**src/rtl/sram_ctl_pkg.sv**
```systemverilog
package sram_ctl_pkg;

  typedef enum logic [2:0] {
    S_IDLE = 3'd0,
    S_PRE  = 3'd1,
    S_POST = 3'd2,
    S_TURN = 3'd3,
    S_RD   = 3'd4,
    S_WR   = 3'd5,
    S_WREC = 3'd6,
    S_DONE = 3'd7
  } seq_state_e;

  function automatic int unsigned cdiv(input int unsigned n, input int unsigned d);
    return (n + d - 1) / d;
  endfunction

  function automatic int unsigned umax(input int unsigned a, input int unsigned b);
    return (a > b) ? a : b;
  endfunction

endpackage

```
**src/rtl/sram_ctl_seq.sv**
```systemverilog
module sram_ctl_seq
  import sram_ctl_pkg::*;
#(
  parameter int unsigned LANES   = 2,
  parameter int unsigned RD_CYC  = 7,
  parameter int unsigned WP_CYC  = 7,
  parameter int unsigned TA_CYC  = 3,
  parameter int unsigned SET_CYC = 500000,
  parameter int unsigned CNT_W   = 19
) (
  input  logic             clk,
  input  logic             rst_n,
  input  logic             req_valid,
  input  logic             req_write,
  input  logic             req_byte,
  input  logic [LANES-1:0] req_lane,
  output seq_state_e       state_q,
  output seq_state_e       state_nxt,
  output logic             take,
  output logic             cap,
  output logic             req_ready,
  output logic             lat_write,
  output logic             lat_byte,
  output logic             mode_q
);

  localparam int unsigned TA_W = $clog2(TA_CYC + 2);

  logic [CNT_W-1:0] cnt_q, cnt_nxt;
  logic [TA_W-1:0]  turn_q;
  logic             lat_noop;
  logic             sel_write, sel_byte, sel_noop;
  seq_state_e       launch_st;
  logic [CNT_W-1:0] launch_cnt;
  logic             mode_en;

  assign req_ready = (state_q == S_IDLE);
  assign take      = req_ready && req_valid;
  assign cap       = (state_q == S_RD) && (cnt_q == '0);
  assign mode_en   = (state_q == S_PRE) && (cnt_q == '0);

  // Fields used to pick the next cycle: live inputs in idle, latched ones later.
  always_comb begin
    if (state_q == S_IDLE) begin
      sel_write = req_write;
      sel_byte  = req_byte;
      sel_noop  = req_write && !req_byte && (req_lane == '0);
    end else begin
      sel_write = lat_write;
      sel_byte  = lat_byte;
      sel_noop  = lat_noop;
    end
  end

  always_comb begin
    launch_st  = S_RD;
    launch_cnt = CNT_W'(RD_CYC - 1);
    if (sel_write && sel_noop) begin
      launch_st  = S_DONE;
      launch_cnt = '0;
    end else if (sel_byte != mode_q) begin
      launch_st  = S_PRE;
      launch_cnt = CNT_W'(SET_CYC - 1);
    end else if (sel_write && (turn_q > TA_W'(1))) begin
      launch_st  = S_TURN;
      launch_cnt = '0;
    end else if (sel_write) begin
      launch_st  = S_WR;
      launch_cnt = CNT_W'(WP_CYC - 1);
    end
  end

  always_comb begin
    state_nxt = state_q;
    cnt_nxt   = cnt_q;
    case (state_q)
      S_IDLE: if (take) begin
        state_nxt = launch_st;
        cnt_nxt   = launch_cnt;
      end
      S_PRE: if (cnt_q == '0) begin
        state_nxt = S_POST;
        cnt_nxt   = CNT_W'(SET_CYC - 1);
      end else begin
        cnt_nxt = cnt_q - 1'b1;
      end
      S_POST: if (cnt_q == '0) begin
        state_nxt = launch_st;
        cnt_nxt   = launch_cnt;
      end else begin
        cnt_nxt = cnt_q - 1'b1;
      end
      S_TURN: begin
        state_nxt = launch_st;
        cnt_nxt   = launch_cnt;
      end
      S_RD: if (cnt_q == '0) begin
        state_nxt = S_DONE;
      end else begin
        cnt_nxt = cnt_q - 1'b1;
      end
      S_WR: if (cnt_q == '0) begin
        state_nxt = S_WREC;
      end else begin
        cnt_nxt = cnt_q - 1'b1;
      end
      S_WREC: state_nxt = S_DONE;
      S_DONE: state_nxt = S_IDLE;
      default: state_nxt = S_IDLE;
    endcase
  end

  always_ff @(posedge clk or negedge rst_n) begin
    if (!rst_n) begin
      state_q <= S_IDLE;
      cnt_q   <= '0;
    end else begin
      state_q <= state_nxt;
      cnt_q   <= cnt_nxt;
    end
  end

  always_ff @(posedge clk or negedge rst_n) begin
    if (!rst_n) begin
      lat_write <= 1'b0;
      lat_byte  <= 1'b0;
      lat_noop  <= 1'b0;
    end else if (take) begin
      lat_write <= req_write;
      lat_byte  <= req_byte;
      lat_noop  <= req_write && !req_byte && (req_lane == '0);
    end
  end

  always_ff @(posedge clk or negedge rst_n) begin
    if (!rst_n) begin
      mode_q <= 1'b0;
    end else if (mode_en) begin
      mode_q <= lat_byte;
    end
  end

  always_ff @(posedge clk or negedge rst_n) begin
    if (!rst_n) begin
      turn_q <= '0;
    end else if (cap) begin
      turn_q <= TA_W'(TA_CYC);
    end else if (turn_q != '0) begin
      turn_q <= turn_q - 1'b1;
    end
  end

  // a command is only taken from idle, so done never follows done
  assert_take_idle_R1: assert property (@(posedge clk) disable iff (!rst_n)
    take |=> (state_q != S_IDLE));

endmodule

```
**src/rtl/sram_ctl_pins.sv**
```systemverilog
module sram_ctl_pins
  import sram_ctl_pkg::*;
#(
  parameter int unsigned ADDR_W = 19,
  parameter int unsigned DATA_W = 16,
  parameter int unsigned LANES  = 2,
  parameter int unsigned WP_CYC = 7,
  parameter int unsigned TA_CYC = 3
) (
  input  logic              clk,
  input  logic              rst_n,
  input  seq_state_e        state_nxt,
  input  logic              take,
  input  logic              cap,
  input  logic              mode_q,
  input  logic              req_write,
  input  logic              req_byte,
  input  logic [ADDR_W:0]   req_addr,
  input  logic [DATA_W-1:0] req_wdata,
  input  logic [LANES-1:0]  req_lane,
  input  logic              lat_write,
  input  logic              lat_byte,
  input  logic [DATA_W-1:0] mem_dq_in,
  output logic              done,
  output logic [DATA_W-1:0] rdata,
  output logic [ADDR_W-1:0] mem_addr,
  output logic              mem_alo,
  output logic              mem_cs1_n,
  output logic              mem_cs2,
  output logic [LANES-1:0]  mem_be_n,
  output logic              mem_we_n,
  output logic              mem_oe_n,
  output logic              mem_dq_oe,
  output logic [DATA_W-1:0] mem_dq_out
);

  logic             cur_write, cur_byte;
  logic [LANES-1:0] lane_q, cur_lane;
  logic             sel_nxt;
  logic [LANES-1:0] be_nxt;

  assign cur_write = take ? req_write : lat_write;
  assign cur_byte  = take ? req_byte  : lat_byte;
  assign cur_lane  = take ? req_lane  : lane_q;
  assign sel_nxt   = (state_nxt == S_RD) || (state_nxt == S_WR) || (state_nxt == S_WREC);

  always_comb begin
    for (int i = 0; i < LANES; i++) begin
      be_nxt[i] = !sel_nxt || (cur_write && !cur_byte && !cur_lane[i]);
    end
  end

  always_ff @(posedge clk or negedge rst_n) begin
    if (!rst_n) begin
      mem_cs1_n <= 1'b1;
      mem_cs2   <= 1'b0;
      mem_oe_n  <= 1'b1;
      mem_we_n  <= 1'b1;
      mem_dq_oe <= 1'b0;
      mem_be_n  <= '1;
      done      <= 1'b0;
    end else begin
      mem_cs1_n <= !sel_nxt;
      mem_cs2   <= sel_nxt;
      mem_oe_n  <= (state_nxt != S_RD);
      mem_we_n  <= (state_nxt != S_WR);
      mem_dq_oe <= (state_nxt == S_WR) || (state_nxt == S_WREC);
      mem_be_n  <= be_nxt;
      done      <= (state_nxt == S_DONE);
    end
  end

  always_ff @(posedge clk or negedge rst_n) begin
    if (!rst_n) begin
      mem_addr   <= '0;
      mem_alo    <= 1'b0;
      mem_dq_out <= '0;
      lane_q     <= '0;
    end else if (take) begin
      mem_addr   <= req_addr[ADDR_W:1];
      mem_alo    <= req_byte && req_addr[0];
      mem_dq_out <= req_byte ? {{(DATA_W-8){1'b0}}, req_wdata[7:0]} : req_wdata;
      lane_q     <= req_lane;
    end
  end

  always_ff @(posedge clk or negedge rst_n) begin
    if (!rst_n) begin
      rdata <= '0;
    end else if (cap) begin
      rdata <= lat_byte ? {{(DATA_W-8){1'b0}}, mem_dq_in[7:0]} : mem_dq_in;
    end
  end

  // Interval counters for the timing properties.
  localparam int unsigned CHK_W = $clog2(umax(WP_CYC, TA_CYC) + 2);
  localparam logic [CHK_W-1:0] CHK_MAX = '1;
  logic [CHK_W-1:0] we_run_q, quiet_q;

  always_ff @(posedge clk or negedge rst_n) begin
    if (!rst_n) begin
      we_run_q <= '0;
      quiet_q  <= CHK_MAX;
    end else begin
      we_run_q <= mem_we_n ? '0 : ((we_run_q == CHK_MAX) ? we_run_q : we_run_q + 1'b1);
      quiet_q  <= !mem_oe_n ? '0 : ((quiet_q == CHK_MAX) ? quiet_q : quiet_q + 1'b1);
    end
  end

  assert_we_width_R4: assert property (@(posedge clk) disable iff (!rst_n)
    $rose(mem_we_n) |-> (we_run_q >= CHK_W'(WP_CYC)));

  assert_we_selected_R4: assert property (@(posedge clk) disable iff (!rst_n)
    !mem_we_n |-> (!mem_cs1_n && mem_cs2));

  assert_addr_hold_R4: assert property (@(posedge clk) disable iff (!rst_n)
    (!mem_we_n && $past(!mem_we_n)) |-> ($stable(mem_addr) && $stable(mem_dq_out)));

  assert_bus_quiet_R5: assert property (@(posedge clk) disable iff (!rst_n)
    mem_dq_oe |-> mem_oe_n);

  assert_turnaround_R5: assert property (@(posedge clk) disable iff (!rst_n)
    $rose(mem_dq_oe) |-> (quiet_q >= CHK_W'(TA_CYC)));

  assert_done_pulse_R1: assert property (@(posedge clk) disable iff (!rst_n)
    done |=> !done);

  assert_width_fixed_R8: assert property (@(posedge clk) disable iff (!rst_n)
    !mem_cs1_n |-> $stable(mode_q));

endmodule

```
**src/rtl/sram_ctl.sv**
```systemverilog
module sram_ctl
  import sram_ctl_pkg::*;
#(
  parameter int unsigned CLK_NS    = 10,
  parameter int unsigned ADDR_W    = 19,
  parameter int unsigned DATA_W    = 16,
  parameter int unsigned RD_NS     = 70,
  parameter int unsigned OEACC_NS  = 35,
  parameter int unsigned WP_NS     = 55,
  parameter int unsigned AW_NS     = 65,
  parameter int unsigned DS_NS     = 35,
  parameter int unsigned OFF_NS    = 25,
  parameter int unsigned SETTLE_NS = 5000000
) (
  input  logic                  clk,
  input  logic                  rst_n,
  input  logic                  req_valid,
  output logic                  req_ready,
  input  logic                  req_write,
  input  logic                  req_byte,
  input  logic [ADDR_W:0]       req_addr,
  input  logic [DATA_W-1:0]     req_wdata,
  input  logic [DATA_W/8-1:0]   req_lane,
  output logic                  done,
  output logic [DATA_W-1:0]     rdata,
  output logic [ADDR_W-1:0]     mem_addr,
  output logic                  mem_alo,
  output logic                  mem_cs1_n,
  output logic                  mem_cs2,
  output logic [DATA_W/8-1:0]   mem_be_n,
  output logic                  mem_we_n,
  output logic                  mem_oe_n,
  output logic                  mem_byte_n,
  output logic [DATA_W-1:0]     mem_dq_out,
  output logic                  mem_dq_oe,
  input  logic [DATA_W-1:0]     mem_dq_in
);

  localparam int unsigned LANES   = DATA_W / 8;
  localparam int unsigned RD_CYC  = umax(cdiv(RD_NS, CLK_NS), cdiv(OEACC_NS, CLK_NS));
  localparam int unsigned WP_CYC  = umax(cdiv(WP_NS, CLK_NS),
                                         umax(cdiv(AW_NS, CLK_NS), cdiv(DS_NS, CLK_NS)));
  localparam int unsigned TA_CYC  = cdiv(OFF_NS, CLK_NS);
  localparam int unsigned SET_CYC = umax(cdiv(SETTLE_NS, CLK_NS), 1);
  localparam int unsigned CNT_W   = $clog2(umax(SET_CYC, umax(RD_CYC, WP_CYC)) + 1);

  seq_state_e state_q, state_nxt;
  logic       take, cap, lat_write, lat_byte, mode_q;

  sram_ctl_seq #(
    .LANES  (LANES),
    .RD_CYC (RD_CYC),
    .WP_CYC (WP_CYC),
    .TA_CYC (TA_CYC),
    .SET_CYC(SET_CYC),
    .CNT_W  (CNT_W)
  ) seq_i (
    .clk      (clk),
    .rst_n    (rst_n),
    .req_valid(req_valid),
    .req_write(req_write),
    .req_byte (req_byte),
    .req_lane (req_lane),
    .state_q  (state_q),
    .state_nxt(state_nxt),
    .take     (take),
    .cap      (cap),
    .req_ready(req_ready),
    .lat_write(lat_write),
    .lat_byte (lat_byte),
    .mode_q   (mode_q)
  );

  sram_ctl_pins #(
    .ADDR_W(ADDR_W),
    .DATA_W(DATA_W),
    .LANES (LANES),
    .WP_CYC(WP_CYC),
    .TA_CYC(TA_CYC)
  ) pins_i (
    .clk       (clk),
    .rst_n     (rst_n),
    .state_nxt (state_nxt),
    .take      (take),
    .cap       (cap),
    .mode_q    (mode_q),
    .req_write (req_write),
    .req_byte  (req_byte),
    .req_addr  (req_addr),
    .req_wdata (req_wdata),
    .req_lane  (req_lane),
    .lat_write (lat_write),
    .lat_byte  (lat_byte),
    .mem_dq_in (mem_dq_in),
    .done      (done),
    .rdata     (rdata),
    .mem_addr  (mem_addr),
    .mem_alo   (mem_alo),
    .mem_cs1_n (mem_cs1_n),
    .mem_cs2   (mem_cs2),
    .mem_be_n  (mem_be_n),
    .mem_we_n  (mem_we_n),
    .mem_oe_n  (mem_oe_n),
    .mem_dq_oe (mem_dq_oe),
    .mem_dq_out(mem_dq_out)
  );

  assign mem_byte_n = !mode_q;

  // the data bus is only driven inside a selected cycle
  assert_standby_bus_R9: assert property (@(posedge clk) disable iff (!rst_n)
    mem_cs1_n |-> (!mem_dq_oe && mem_we_n && mem_oe_n));

endmodule

```
**config.mk**
```make
export PLATFORM = sky130hd
export DESIGN_NAME = sram_ctl
export DESIGN_NICKNAME = d
export VERILOG_FILES = /design/src/rtl/sram_ctl_pkg.sv /design/src/rtl/sram_ctl_seq.sv /design/src/rtl/sram_ctl_pins.sv /design/src/rtl/sram_ctl.sv
export SDC_FILE = /design/constraint.sdc
export NUM_CORES = 1
export LEC_CHECK = 0
export BUFFER_PORTS_ARGS = -buffer_cell sky130_fd_sc_hd__buf_2
export CORE_UTILIZATION = 40
export CTS_CLUSTER_DIAMETER = 30
export DETAILED_ROUTE_END_ITERATION = 10
export GPL_TIMING_DRIVEN = 0
export PLACE_DENSITY = 0.66
export REMOVE_ABC_BUFFERS = 1
export SETUP_SLACK_MARGIN = 0.5
export SYNTH_ARGS = -nofsm -noshare
export SYNTH_HDL_FRONTEND = slang
export SYNTH_SLANG_ARGS = --single-unit
```
**constraint.sdc**
```tcl
create_clock -name clk -period 5.2 [get_ports clk]
set_input_delay 0.52 -clock clk [delete_from_list [all_inputs] [get_ports clk]]
set_output_delay 0.52 -clock clk [all_outputs]
set_load 0.005 [all_outputs]
```
==> flow_summary.yaml, run 1 <==
outcome:
  status: "complete, no violations"
synth:
  synth_area_leaders: "dfrtp_1 (48%), mux2_2 (10%), o21ai_0 (4.2%)"
  synth-async-reset-ratio_pct: 100
  synth_warnings: 0
  ys_seq_area_share_pct: 50.8
  synth_edf_count: 0
  syn_area_um2: 4500
  yosys.area.top_type: "dfrtp_1"
  avgSynthCellArea_um2: 10.3
  ys_types: 58
  synth_cells: 436
  synthFlopType: "dfrtp_1"
  synth-seq-cells: 91
  synth_top_cell_area_share_pct: 47.9
finish:
  antenna_cells: 0
  final_cells: 693
  layout-drive-gt1-share_pct: 36.3
  fill_cells: 1029
  syn_to_final_growth_pct: 20.5
  nets: 611
  fin_area_um2: 5420
sta:
  drv_slew: 0
  fin_crit_ns: 3.27
  post-route-period-util_pct: 62.8
  finalHoldViolations: 0
  fmax_mhz: 306
  finalSetupTns_ns: 0
  rsz0062_at_grt: "no"
  maxSlewHeadroom_pct: 31.4
  clock_skew_ns: 0.00941
  setup_viol: 0
  tightest_slew_ns: 1.02
cts:
  cts_tree: "done"
  numCtsBuffers: 9
  clk_latency_ns: 0.36
  clkSinkCount: 91
  clockRootBuffer: "clkbuf_8"
  path_clk_slew_ns: 0.09
  cts_hold_buf: 0
  ctsResizeCount: 0
  cts.path.max_buffers: 2
  postCtsSetupBuffers: 0
  cts-htree-levels: 3
placement:
  hpwl_um: 7460
  place_area_um2: 5210
  place_inst: 676
  port_buffers: 120
  place_congestion: 0.862
drt:
  routedWlPerCell_um: 14.9
  wl_um: 10300
  drt-vias-per-instance: 5.18
  vias: 3593
  ant_nets: 0
  firstDrtPassIters: 4
  drtIter0Drc: 194
  drc_errors: 0
die:
  die_h_um: 108
  fp-row-count: 38
  die_w_um: 108
  start_util_pct: 41.3
  io_pins: 121
  core_um2: 10900
  die_area_um2: 11700
setup_path:
  start_kind: "flop"
  worstSetupPathType: "reg -> reg"
  crit_chain: "or3_1 -> clkinv_1 -> and2_2 -> a221oi_1 -> nand3_1 -> a21oi_2 -> o311ai_1"
  required_ns: 5.47
  path_buf_inv: 1
  crit_path_end_kind: "flop"
  arrival_ns: 3.53
  slowest_delay_ns: 0.83
  path_delay_family: "simple AND/OR/NAND/NOR gates"
  cpMaxStageDelayCell: "dfrtp_1"
  path_max_fanout: 32
power_and_ir_drop:
  switching_share_pct: 23.2
  seq_power_share_pct: 56.7
  leakage_uw: 0.00264
  power_frac_comb_pct: 4.0
  p_int_uw: 964
  pwr_density_cell_nw_per_um2: 232
  ir_drop_mv: 0.130
  p_switching_uw: 290
  p_clk_share_pct: 39.3
global_route:
  grt_max_degree: 49
  grt_pass1_wl_um: 16600
  grt_use_total_pct: 18.3
  antenna_found_initial: 0
  gr-total-overflow: 0
  grt_pass1_vias: 3389
run:
  maxCapViolCount: 0
hold_path:
  holdCritPathClass: "in -> async"
==> per-layer routing <==
metal	part of all wire, %	up-vias	global-route usage (%)
met1	45	1709	24.3
li1	-	1768	-
met5	0	-	0
met4	1.8	0	7.34
met3	4.7	18	3.19
met2	49	98	29.5
==> kinds of logic (layout without fill, tap and decap cells) <==
| family | Yosys count | count (layout) | synth area share [%] |
|---|---|---|---|
| buffers and inverters | 37 | 154 | 3.23 |
| xor gates and xnor gates | 11 | 11 | 2.14 |
| muxes | 44 | 44 | 10.9 |
| adders and majority gates | 4 | 4 | 1.11 |
| and+or+nand+nor | 154 | 154 | 18.4 |
| DFF | 91 | 91 | 50.8 |
| AOI/OAI and AO/OA | 95 | 95 | 13.4 |
==> synth_stat cells, types with 6 or more instances <==
master / number
dfrtp_1: 86
mux2_2: 40
nand2_1: 40
o21ai_0: 38
nor2_1: 31
nand2b_1: 21
a21oi_1: 20
inv_1: 14
nor3_1: 13
clkbuf_1: 12
or3_1: 9
a31oi_1: 7
xnor2_1: 6
==> metrics by stage <==
step | hold WS, ns | utilization, % | worst slack, ns | power [µW]
after global placement | 0.459 | 47.6 | 1.74 | 774
final | 0.161 | 49.7 | 1.93 | 1250
after floorplan | 0.224 | - | 2.34 | 734
after CTS | 0.165 | 49.7 | 1.65 | 1280
after detailed placement | 0.471 | 47.8 | 1.67 | 777
after global routing | 0.198 | 49.7 | 1.63 | 1310
==> sequential cells by signal, summed over array words and instances (netlist names), 2 cells and up <==
signal,count
seq_i.cnt_q,19
pins_i.mem_be_n,2
seq_i.state_q,3
pins_i.mem_addr,19
seq_i.turn_q,3
pins_i.lane_q,2
pins_i.rdata,16
pins_i.mem_dq_out,16
==> final timing paths <==
| kind | from | to | slack [ns] | depth (start not counted) |
|---|---|---|---|---|
| max in group asynchronous | rst_n | pins_i.mem_be_n[0]$_DFF_PN1_ | 4.35 | 2 |
| min reg2reg | pins_i.mem_dq_out[8]$_DFFE_PN0P_ | pins_i.mem_dq_out[8]$_DFFE_PN0P_ | 0.49 | 2 |
| max | seq_i.state_q[2]$_DFF_PN0_ | pins_i.mem_be_n[0]$_DFF_PN1_ | 1.93 | 7 |
| min in group clk | req_lane[1] | pins_i.mem_be_n[1]$_DFF_PN1_ | 0.36 | 2 |
| max reg2reg | seq_i.state_q[2]$_DFF_PN0_ | pins_i.mem_be_n[0]$_DFF_PN1_ | 1.93 | 7 |
| min | rst_n | pins_i.mem_dq_out[1]$_DFFE_PN0P_ | 0.16 | 1 |
==> final cells by class <==
| class | instances | area [µm²] | area share, % |
|---|---|---|---|
| Timing Repair Buffer | 122 | 628 | 11.6 |
| Inverter | 16 | 60.1 | 1.11 |
| Clock buffer | 10 | 128 | 2.36 |
| Tap cell | 140 | 175 | 3.23 |
| Clock inverter | 6 | 72.6 | 1.34 |
| Multi-Input combinational cell | 308 | 2070 | 38.2 |
| Sequential cell | 91 | 2280 | 42.2 |
==> power by group through the flow <==
stage	sequential, µW	combinational, µW	clock, µW
after floorplan	726	7.56	0
after global routing	712	57.4	541
final	712	50.0	493
after global placement	725	48.2	0
after CTS	712	51.7	514
after detailed placement	726	51.4	0
==> cell usage in the layout (no fill, tap or decap), types with 6 or more instances in the layout <==
cell,synthesis,routed
a31oi_1,7,7
nand2_1,40,40
buf_2,5,120
nand2b_1,21,21
mux2_2,40,40
o21ai_0,38,38
nor2_1,31,31
or3_1,9,9
inv_1,14,14
a21oi_1,20,20
clkbuf_8,0,9
dfrtp_1,86,86
xnor2_1,6,6
nor3_1,13,13
Note: power is estimated with default switching activity, not from simulation.
==> run 2: changes to the inputs <==
==> constraint.sdc (replaced) <==
create_clock -name clk -period 3.01 [get_ports clk]
set_input_delay 0.301 -clock clk [delete_from_list [all_inputs] [get_ports clk]]
set_output_delay 0.301 -clock clk [all_outputs]
set_load 0.005 [all_outputs]
==> run 2 against run 1 <==
Against the previous run:
- maximum frequency rose by 33%
- clock skew fell by 0.00097 ns
- setup slack got worse by 1.4 ns
- register-to-register slack got worse by 1.4 ns
- critical path type unchanged
- final cell count rose by 3.0%
- via count rose by 5.1%
- highest routed layer unchanged
- global-route usage rose by 0.51 points
==> flow_summary.yaml, run 2 (synthesized netlist as in run 1, its figures left out) <==
drt:
  wl_um: 11100
  drc_errors: 0
  ant_nets: 0
  vias: 3775
  firstDrtPassIters: 5
  drt-vias-per-instance: 5.29
  routedWlPerCell_um: 15.5
  drtIter0Drc: 210
sta:
  clock_skew_ns: 0.00844
  drv_slew: 0
  finalSetupTns_ns: 0
  fmax_mhz: 406
  fin_crit_ns: 2.46
  tightest_slew_ns: 0.682
  post-route-period-util_pct: 81.8
  rsz0062_at_grt: "yes"
  maxSlewHeadroom_pct: 54.4
  setup_viol: 0
  whs_ns: 0.133
  finalHoldViolations: 0
power_and_ir_drop:
  p_switching_uw: 511
  pwr_density_cell_nw_per_um2: 373
  seq_power_share_pct: 56.5
  ir_drop_mv: 0.225
  leakage_uw: 0.00285
  p_clk_share_pct: 39.5
  finalPower_uw: 2180
  switching_share_pct: 23.5
  p_int_uw: 1670
  power_frac_comb_pct: 4.1
global_route:
  gr-total-overflow: 0
  grt_max_degree: 49
  grt_use_total_pct: 18.8
  grt_pass1_wl_um: 17100
  grt_pass1_vias: 3508
  antenna_found_initial: 0
cts:
  cts_tree: "done"
  clk_latency_ns: 0.37
  clkSinkCount: 91
  clockRootBuffer: "clkbuf_8"
  path_clk_slew_ns: 0.09
  numCtsBuffers: 9
  cts-htree-levels: 3
  cts.path.max_buffers: 2
finish:
  register_area_um2: 2290
  layout_common_cells: "buf_2 (119), dfrtp_1 (83), mux2_2 (40)"
  fin_area_um2: 5840
  antenna_cells: 0
  syn_to_final_growth_pct: 29.8
  layout-drive-gt1-share_pct: 44.4
  fill_cells: 988
  multiInputGateArea_um2: 2310
  reg_top3: "pins_i.mem_addr: 19 flops, seq_i.cnt_q: 19 flops"
  layout_commonest_cell: "buf_2"
  final_cells: 714
  nets: 632
setup_path:
  path_max_fanout: 13
  crit_chain: "or3_4 -> mux2i_1 -> nor3_2 -> nor2b_1 -> o221ai_1 -> a21oi_1 -> o221a_2"
  required_ns: 3.32
  ff2ff_path_depth: 7
  cpMaxStageDelayCell: "dfrtp_4"
  worstSetupPathType: "reg -> reg"
  r2r_start: "seq_i.state_q[2]$_DFF_PN0_"
  arrival_ns: 2.78
  reg2reg_slack_ns: 0.55
  crit_path_end_kind: "flop"
  start_kind: "flop"
  r2r_end: "seq_i.cnt_q[3]$_DFFE_PN0P_"
  slowest_delay_ns: 0.57
die:
  core_um2: 10900
  die_h_um: 108
  fp-row-count: 38
  die_w_um: 108
  start_util_pct: 41.3
  die_area_um2: 11700
  io_pins: 121
placement:
  place_inst: 676
  port_buffers: 120
  hpwl_um: 7460
  place_area_um2: 5210
  place_congestion: 0.862
hold_path:
  holdCritPathClass: "in -> reg"
  hold_path.startpoint: "req_lane[1]"
  hold_path_end: "pins_i.mem_be_n[1]$_DFF_PN1_"
  min_path_cells: 2
run:
  maxCapViolCount: 0
outcome:
  status: "complete, no violations"
-- run 2: metrics by stage --
stage / setup slack [ns] / utilization [%]
floorplan: 0.152 / -
global placement: -0.446 / 47.6
detailed placement: -0.519 / 47.8
CTS: 0.507 / 51.0
global route: 0.485 / 53.6
finish: 0.549 / 53.6
-- run 2: per-layer routing --
metal	routed length, µm	track usage (%)	vias to the layer above
met3	545	3.25	24
met2	5570	30.9	127
met1	4710	24.4	1816
met4	261	7.63	0
li1	-	-	1808
met5	0	0	-
-- run 2: power groups by stage --
stage | Combinational [µW] | Clock (µW) | Sequential, µW
global placement | 83.3 | 0 | 1250
floorplan | 13.1 | 0 | 1250
CTS | 90.6 | 888 | 1230
finish | 88.3 | 859 | 1230
detailed placement | 88.9 | 0 | 1250
global route | 101 | 933 | 1230
-- run 2: worst max-delay path: cells and delay by family, from the launching register on --
kind / cells / cell delay [ns]
simple gates: 3 / 1.04
compound gates: 3 / 0.64
flops: 1 / 0.57
mux: 1 / 0.16
-- run 2: layout make-up --
class                           count  area share (%)
Multi-Input combinational cell    309            39.6
Sequential cell                    91            39.2
Timing Repair Buffer              142            13.6
Tap cell                          140            3.00
Clock buffer                       10            2.19
Clock inverter                      6            1.24
Inverter                           16            1.09
-- run 2: what timing repair did --
item,in CTS,in global routing
cloned,0,1
hold buffers,1,0
buffers inserted,6,14
endpoints found under the hold margin,44,0
gates resized for setup,22,31
pin swaps,4,13
setup endpoints to repair,80,34
-- run 2: how the worst max path moves through the flow --
stage / startpoint / endpoint / cells past startpoint
finish: seq_i.state_q[2]$_DFF_PN0_ / seq_i.cnt_q[3]$_DFFE_PN0P_ / 7
global route: seq_i.cnt_q[10]$_DFFE_PN0P_ / seq_i.cnt_q[17]$_DFFE_PN0P_ / 9
CTS: seq_i.cnt_q[11]$_DFFE_PN0P_ / pins_i.mem_oe_n$_DFF_PN1_ / 7
detailed placement: seq_i.state_q[2]$_DFF_PN0_ / pins_i.mem_be_n[1]$_DFF_PN1_ / 7
global placement: seq_i.state_q[2]$_DFF_PN0_ / pins_i.mem_be_n[0]$_DFF_PN1_ / 7
floorplan: seq_i.state_q[2]$_DFF_PN0_ / pins_i.mem_oe_n$_DFF_PN1_ / 6
==> run 3: changes to the inputs <==
==> constraint.sdc (replaced) <==
create_clock -name clk -period 2.5 [get_ports clk]
set_input_delay 0.25 -clock clk [delete_from_list [all_inputs] [get_ports clk]]
set_output_delay 0.25 -clock clk [all_outputs]
set_load 0.005 [all_outputs]
==> run 3 against run 2 <==
Against the previous run:
- highest routed layer unchanged
- final cell count up 4.9%
- die area did not move
- sequential power up 20%
- via count is 7.7% higher
==> flow_summary.yaml, run 3 (synthesized netlist as in run 1, its figures left out) <==
sta:
  post-route-period-util_pct: 96.6
  fin_crit_ns: 2.41
  setup_viol: 0
  fmax_mhz: 414
  finalHoldViolations: 0
  rsz0062_at_grt: "yes"
  clock_skew_ns: 0.0106
  tightest_slew_ns: 0.860
  maxSlewHeadroom_pct: 41.2
  drv_slew: 0
die:
  core_um2: 10900
  die_h_um: 108
  fp-row-count: 38
  start_util_pct: 41.3
  die_area_um2: 11700
  die_w_um: 108
  io_pins: 121
finish:
  multiInputGateArea_um2: 2590
  fill_cells: 901
  nets: 667
  syn_to_final_growth_pct: 43.5
  antenna_cells: 0
  layout_common_cells: "buf_2 (119), dfrtp_1 (82), mux2_2 (40)"
  layout_commonest_cell: "buf_2"
  register_area_um2: 2290
  fin_area_um2: 6450
  layout-drive-gt1-share_pct: 52.7
  reg_top3: "pins_i.mem_addr: 19 flops, seq_i.cnt_q: 19 flops"
  finish.utilization_pct: 59.3
power_and_ir_drop:
  leakage_uw: 0.00307
  pwr_density_cell_nw_per_um2: 409
  p_switching_uw: 629
  power_frac_comb_pct: 4.2
  switching_share_pct: 23.9
  p_int_uw: 2010
  p_clk_share_pct: 39.7
  ir_drop_mv: 0.271
  seq_power_share_pct: 56.2
placement:
  hpwl_um: 7460
  port_buffers: 120
  place_congestion: 0.862
  place_area_um2: 5210
global_route:
  gr-total-overflow: 0
  grt_use_total_pct: 21.4
  antenna_found_initial: 0
  grt_max_degree: 49
  grt_pass1_vias: 3889
  grt_pass1_wl_um: 19300
setup_path:
  start_kind: "flop"
  path_buf_inv: 2
  r2r_end: "seq_i.cnt_q[17]$_DFFE_PN0P_"
  arrival_ns: 2.67
  slowest_delay_ns: 0.56
  r2r_start: "seq_i.cnt_q[10]$_DFFE_PN0P_"
  path_max_fanout: 5
  ff2ff_path_depth: 9
  worstSetupPathType: "reg -> reg"
  reg2reg_slack_ns: 0.09
  cpMaxStageDelayCell: "or4_4"
  crit_chain: "or4_4 -> nor4b_4 -> buf_6 -> buf_6 -> nand2_4 -> nor4_4 -> xor2_1 -> o21ai_0 -> o21ai_1"
  required_ns: 2.76
  path_delay_family: "simple AND/OR/NAND/NOR gates"
  crit_path_end_kind: "flop"
  path_common_cell: "buf_6"
outcome:
  status: "complete, no violations"
drt:
  drtIter0Drc: 284
  ant_nets: 0
  vias: 4064
  routedWlPerCell_um: 16.9
  wl_um: 12700
  drc_errors: 0
  drt-vias-per-instance: 5.43
  firstDrtPassIters: 4
hold_path:
  holdCritPathClass: "in -> reg"
  hold_path.startpoint: "req_lane[1]"
  hold_path_end: "pins_i.mem_be_n[1]$_DFF_PN1_"
  min_path_cells: 2
cts:
  cts.path.max_buffers: 2
  clk_latency_ns: 0.38
  clkSinkCount: 91
  cts-htree-levels: 3
  numCtsBuffers: 9
  clockRootBuffer: "clkbuf_8"
  cts_tree: "done"
  path_clk_slew_ns: 0.09
run:
  maxCapViolCount: 0
run 3: layout make-up:
cell class | instances | share of cell area (%)
clock buffer | 10 | 1.98
clock inverter | 6 | 1.12
inverter | 16 | 1.12
multi-input combinational | 312 | 40.2
sequential | 91 | 35.5
tap | 140 | 2.72
timing repair buffer | 174 | 17.3
run 3: layer usage:
layer	wire, µm	track usage [%]	vias to the layer above
li1	-	-	1896
met4	401	9.30	0
met5	0	0	-
met1	5080	27.4	1971
met3	723	3.38	46
met2	6480	35.8	151
run 3: what timing repair did:
action                     4_1_cts  5_1_grt
setup endpoints to repair       92       50
pin swaps                       33       26
gates cloned                     4        0
setup buffers                   35       17
gates resized for setup         97       40
hold buffers                     1        0
hold endpoints to repair        44        0
run 3: how the worst max path moves through the flow:
| stage | startpoint | end | cells past startpoint |
|---|---|---|---|
| 6_report | seq_i.cnt_q[10]$_DFFE_PN0P_ | seq_i.cnt_q[17]$_DFFE_PN0P_ | 9 |
| 5_1_grt | seq_i.cnt_q[10]$_DFFE_PN0P_ | seq_i.cnt_q[17]$_DFFE_PN0P_ | 9 |
| 4_1_cts | seq_i.cnt_q[10]$_DFFE_PN0P_ | pins_i.done$_DFF_PN0_ | 8 |
| 3_5_place_dp | seq_i.state_q[2]$_DFF_PN0_ | pins_i.mem_be_n[1]$_DFF_PN1_ | 7 |
| 3_3_place_gp | seq_i.state_q[2]$_DFF_PN0_ | pins_i.mem_be_n[0]$_DFF_PN1_ | 7 |
| 2_1_floorplan | seq_i.state_q[2]$_DFF_PN0_ | pins_i.mem_oe_n$_DFF_PN1_ | 6 |
run 3: per-stage QoR:
step           setup slack (ns)  hold slack, ns  instances  setup TNS (ns)  total power (µW)
2_1_floorplan            -0.358         -0.0456        415           -4.13              1530
3_3_place_gp             -0.956           0.459        675          -34.40              1610
3_5_place_dp              -1.03           0.304        676          -36.47              1620
4_1_cts                   0.153          0.0732        732               0              2660
5_1_grt                 0.00353          0.0838        749               0              2740
6_report                 0.0862          0.0796        749               0              2640
run 3: power groups by stage:
stage               clock network (µW)  logic [µW]  registers [µW]
CTS                               1070         111            1480
floorplan                            0        15.7            1510
global route                      1130         124            1480
global placement                     0         100            1510
detailed placement                   0         107            1510
finish                            1050         109            1480
